$ cat src/rtl/nrdiv_pkg.sv
package nrdiv_pkg;
  typedef enum logic [1:0] {
    ST_IDLE = 2'd0,
    ST_ITER = 2'd1,
    ST_FIX  = 2'd2
  } nrdiv_state_e;
endpackage

$ cat src/rtl/nrdiv_addsub.sv
module nrdiv_addsub #(
  parameter int AW = 9
) (
  input  logic [AW-1:0] a,
  input  logic [AW-1:0] b,
  input  logic          sub,
  output logic [AW-1:0] y
);
  logic [AW-1:0] b_eff;
  always_comb begin
    b_eff = b ^ {AW{sub}};
    y     = a + b_eff + {{(AW-1){1'b0}}, sub};
  end
endmodule

$ cat src/rtl/nrdiv_ctrl.sv
module nrdiv_ctrl
  import nrdiv_pkg::*;
#(
  parameter int W = 8
) (
  input  logic clk,
  input  logic rst_n,
  input  logic start,
  input  logic zero_div,
  output logic load,
  output logic iter,
  output logic fix,
  output logic busy,
  output logic done
);
  localparam int CW = $clog2(W + 1);
  localparam logic [CW-1:0] NSTEP = CW'(W);

  nrdiv_state_e state;
  logic [CW-1:0] steps_left;

  always_comb begin
    busy = (state != ST_IDLE);
    load = start && (state == ST_IDLE);
    iter = (state == ST_ITER);
    fix  = (state == ST_FIX);
  end

  always_ff @(posedge clk or negedge rst_n) begin
    if (!rst_n) begin
      state      <= ST_IDLE;
      steps_left <= '0;
      done       <= 1'b0;
    end else begin
      done <= fix;
      case (state)
        ST_IDLE: if (start) begin
          steps_left <= NSTEP;
          state      <= zero_div ? ST_FIX : ST_ITER;
        end
        ST_ITER: begin
          steps_left <= steps_left - 1'b1;
          if (steps_left == CW'(1)) state <= ST_FIX;
        end
        ST_FIX:  state <= ST_IDLE;
        default: state <= ST_IDLE;
      endcase
    end
  end
endmodule

$ cat src/rtl/nr_divider.sv
module nr_divider #(
  parameter int W = 8
) (
  input  logic         clk,
  input  logic         rst_n,
  input  logic         start,
  input  logic [W-1:0] dividend,
  input  logic [W-1:0] divisor,
  output logic         busy,
  output logic         done,
  output logic [W-1:0] quotient,
  output logic [W-1:0] remainder,
  output logic         div_zero
);
  localparam int AW = W + 1;

  logic          load, iter, fix, zero_in;
  logic [AW-1:0] a_q;
  logic [W-1:0]  q_q, d_q;
  logic          dz_q;
  logic [AW-1:0] shifted, opnd, sum;
  logic          do_sub;

  assign zero_in = (divisor == '0);

  nrdiv_ctrl #(.W(W)) u_ctrl (
    .clk(clk), .rst_n(rst_n), .start(start), .zero_div(zero_in),
    .load(load), .iter(iter), .fix(fix), .busy(busy), .done(done)
  );

  always_comb begin
    shifted = {a_q[W-1:0], q_q[W-1]};
    opnd    = iter ? shifted : a_q;
    do_sub  = iter && !a_q[W];
  end

  nrdiv_addsub #(.AW(AW)) u_addsub (
    .a(opnd), .b({1'b0, d_q}), .sub(do_sub), .y(sum)
  );

  always_ff @(posedge clk or negedge rst_n) begin
    if (!rst_n) begin
      a_q  <= '0;
      q_q  <= '0;
      d_q  <= '0;
      dz_q <= 1'b0;
    end else if (load) begin
      a_q  <= zero_in ? {1'b0, dividend} : '0;
      q_q  <= zero_in ? '1 : dividend;
      d_q  <= divisor;
      dz_q <= zero_in;
    end else if (iter) begin
      a_q <= sum;
      q_q <= {q_q[W-2:0], ~sum[W]};
    end else if (fix && a_q[W]) begin
      a_q <= sum;
    end
  end

  assign quotient  = q_q;
  assign remainder = a_q[W-1:0];
  assign div_zero  = dz_q;
endmodule

$ cat config.mk
export PLATFORM = sky130hd
export DESIGN_NAME = nr_divider
export DESIGN_NICKNAME = d
export VERILOG_FILES = /design/src/rtl/nrdiv_pkg.sv /design/src/rtl/nrdiv_addsub.sv /design/src/rtl/nrdiv_ctrl.sv /design/src/rtl/nr_divider.sv
export SDC_FILE = /design/constraint.sdc
export NUM_CORES = 1
export LEC_CHECK = 0
export ABC_AREA = 1
export BUFFER_PORTS_ARGS = -buffer_cell sky130_fd_sc_hd__buf_2
export CAP_MARGIN = 25
export CORE_MARGIN = 2
export CORE_UTILIZATION = 55
export CTS_BUF_LIST = sky130_fd_sc_hd__clkbuf_4
export CTS_CLUSTER_SIZE = 14
export DETAILED_ROUTE_END_ITERATION = 10
export PLACE_DENSITY = 0.83
export SKIP_CTS_REPAIR_TIMING = 1
export SLEW_MARGIN = 20
export SYNTH_ARGS = -nofsm -noshare
export SYNTH_HDL_FRONTEND = slang
export SYNTH_SLANG_ARGS = --single-unit
export TNS_END_PERCENT = 20
$ cat constraint.sdc
create_clock -name clk -period 3.7 [get_ports clk]
set_input_delay 0.74 -clock clk [delete_from_list [all_inputs] [get_ports clk]]
set_output_delay 0.74 -clock clk [all_outputs]
set_load 0.01 [all_outputs]
==> metrics.txt <==
status finished clean; top cell type's share of synthesized area between 30 and 40%; CTS tree yes; largest net degree at the start of global routing 34; crit path to a_q[6]$_DFFE_PN0P_; post-synth cell types 30; R2R setup slack approximately 1.2 ns; Sink Count 33; routed length per instance around 12 um; die width around 66 um; worst slew pin tran about 0.7 ns; Clock transition at path regs ~0.10 ns; post-route cell area approximately 0.0023 mm^2; drt total wl around 4.4 mm; Post-DP Area between 0.002 and 0.0025 mm^2; Top FF cell, synth dfrtp_1; post-synthesis simple-gate area fraction between 20% and 30%; total die area between 0.004 and 0.005 mm^2; Commonest cells post-synth nand2_1 (72), inv_1 (37), dfrtp_1 (33), o21ai_0 (22), nor2_1 (18); Final period util between 60% and 70%; Worst R2R End a_q[6]$_DFFE_PN0P_; Compound-Gate Fraction of Synth Area 14.1%; Yosys Warn Count 0; Critical-path top delay cell dfrtp_1; Required @ worst endpoint around 4.0 ns; Starting Density a little under three fifths; worst setup slack after layout 1.16 ns; Clock Latency Late Sink between 0.3 and 0.4 ns; cell with the most instances after synthesis nand2_1; dpl hpwl 3.45 mm; buffers from clock root to sink, at most 2; max-cap violations 0; Boundary Pins 38; clk_skew 0.0104 ns; Vias/cell between 5 and 6; Multi-input gate area between 0.001 and 0.0015 mm^2; CP peak stage delay about 0.43 ns; crit path DAT 2.79 ns; 1st-pass router iterations 4; largest family of logic cells by synthesized area simple AND/OR/NAND/NOR gates; Top cell by count, worst path nand2_1; worst min path class primary input to asynchronous set/reset pin; max_slew headroom between 50% and 60%; CP max FO 13; CP endpoint kind flip-flop; via count around 1.9k; Syn Std Cell Area between 0.002 and 0.0025 mm^2; layout cells sized above 1 20.5%; port bufs 37; ys async rst share 100%; n_diodes 0; Slew Limit Fails 0; cells along the critical path inv_1, nand2_1, nand2_1, nand3_1, nand2_1, inv_1, fa_1, nand3_1, nand2_1, a21oi_1, xor2_1, nand2_1, a22oi_1; Mapped Avg Cell Area roughly 7.7 um^2; Final Core Density between 60% and 70%; Setup WS pre-CTS between 1 and 1.5 ns; fin crit period 2.54 ns; cells after synthesis 277; GRT Util Overall between 20% and 30%; FF+latch area 826 um^2; H-tree Lvls 2; die height ~66 um; EDFF count, synth 0; setup violators final 0; sum of negative setup slack 0 ns; initial antenna violation count 0; WS Path Type flip-flop to flip-flop; Largest delay share family, worst path simple AND/OR/NAND/NOR gates; multiplexer share of the synthesized area 0%; Num CTS Buffers 5; row count 22; Final Hold Vio Count 0; Layout area overhead 9.67%; Mapped Nets about 310; DRT antenna net count 0; layout filler cell count approximately 350; final net count around 340; WP depth 13; Routability Congestion approximately 0.85; first-pass GRT wire length 7.50 mm; DRC errors left 0; cell taking the most area after synthesis dfrtp_1; number of global-route vias before repair roughly 1.7k; Setup crit start kind flip-flop; core area 0.00369 mm^2; Critical R2R Launch u_ctrl.state[1]$_DFFE_PN0P_; Buf/Inv on CP 2; Detailed Route Iter0 Violations about 150; Area contributors post-synth dfrtp_1 (39%), nand2_1 (13%), inv_1 (6.5%); CP Launch Point u_ctrl.state[1]$_DFFE_PN0P_; global route total overflow 0; adder-cell share of the synthesized area 6.25%; Max Clk Rate 0.393 GHz; clk root buf clkbuf_4; Synth Area in XOR/XNOR about 4.1%; FF-to-FF path depth 13; Seq/Total Area, Yosys between 30% and 40%; flops & latches, synth 33; RSZ-0062 raised after global routing false
## logic make-up after synthesis
group	after synthesis
DFF	33
adders and majority gates	10
and+or+nand+nor	117
buffers and inverters	54
xor gates and xnor gates	10
AOI/OAI and AO/OA	53
## sequential cells by signal (all words and copies together) (netlist names)
name / flops
quotient: 8
div_zero: 1
a_q: 9
d_q: 8
u_ctrl.done: 1
u_ctrl.state: 2
u_ctrl.steps_left: 4
## metrics by stage
step	hold WS, ns	instances
final	0.430	356
after global routing	0.494	356
after CTS	0.466	356
after detailed placement	0.474	348
after global placement	0.467	348
after floorplan	0.444	277
## per-layer routing
metal	vias up	global-route usage, %	wire length (um)
li1	942	-	-
met1	846	30.0	2030
met2	54	35.4	2030
met3	9	4.60	264
met4	0	11.2	93
met5	-	0	0
## worst min-delay path by stage
stage                         startpoint                 endpoint  slack (ns)
detailed placement  div_zero$_DFFE_PN0P_     div_zero$_DFFE_PN0P_        0.47
floorplan                          rst_n       a_q[0]$_DFFE_PN0P_        0.44
CTS                                rst_n  quotient[4]$_DFFE_PN0P_        0.47
finish                             rst_n  quotient[5]$_DFFE_PN0P_        0.43
global placement    div_zero$_DFFE_PN0P_     div_zero$_DFFE_PN0P_        0.47
global route                       rst_n  quotient[4]$_DFFE_PN0P_        0.49
## layout make-up
cell class	count	share of cell area [%]
multi-input combinational	190	45.0
sequential	33	35.5
timing repair buffer	38	8.28
inverter	39	6.29
tap	48	2.58
clock buffer	6	1.94
clock inverter	2	0.430
## cell usage in the layout, fill, tap and decap left out, types with 2 or more instances in the layout
| cell | n |
|---|---|
| nand2_1 | 72 |
| inv_1 | 37 |
| buf_2 | 37 |
| dfrtp_1 | 33 |
| o21ai_0 | 22 |
| nor2_1 | 18 |
| a21oi_1 | 15 |
| ha_1 | 9 |
| xnor2_1 | 8 |
| nand3_1 | 8 |
| a31oi_1 | 6 |
| clkbuf_4 | 6 |
| nand3_2 | 5 |
| a22oi_1 | 4 |
| nor3_1 | 3 |
| nand4_1 | 3 |
| a21oi_2 | 3 |
| inv_2 | 2 |
| nand2_4 | 2 |
| xor2_1 | 2 |
| or2_2 | 2 |
| o22ai_1 | 2 |
| clkinv_2 | 2 |
Power is left out: the tool's default activity adds up to more than one toggle a clock period on the data nets, which glitch-free logic cannot reach.
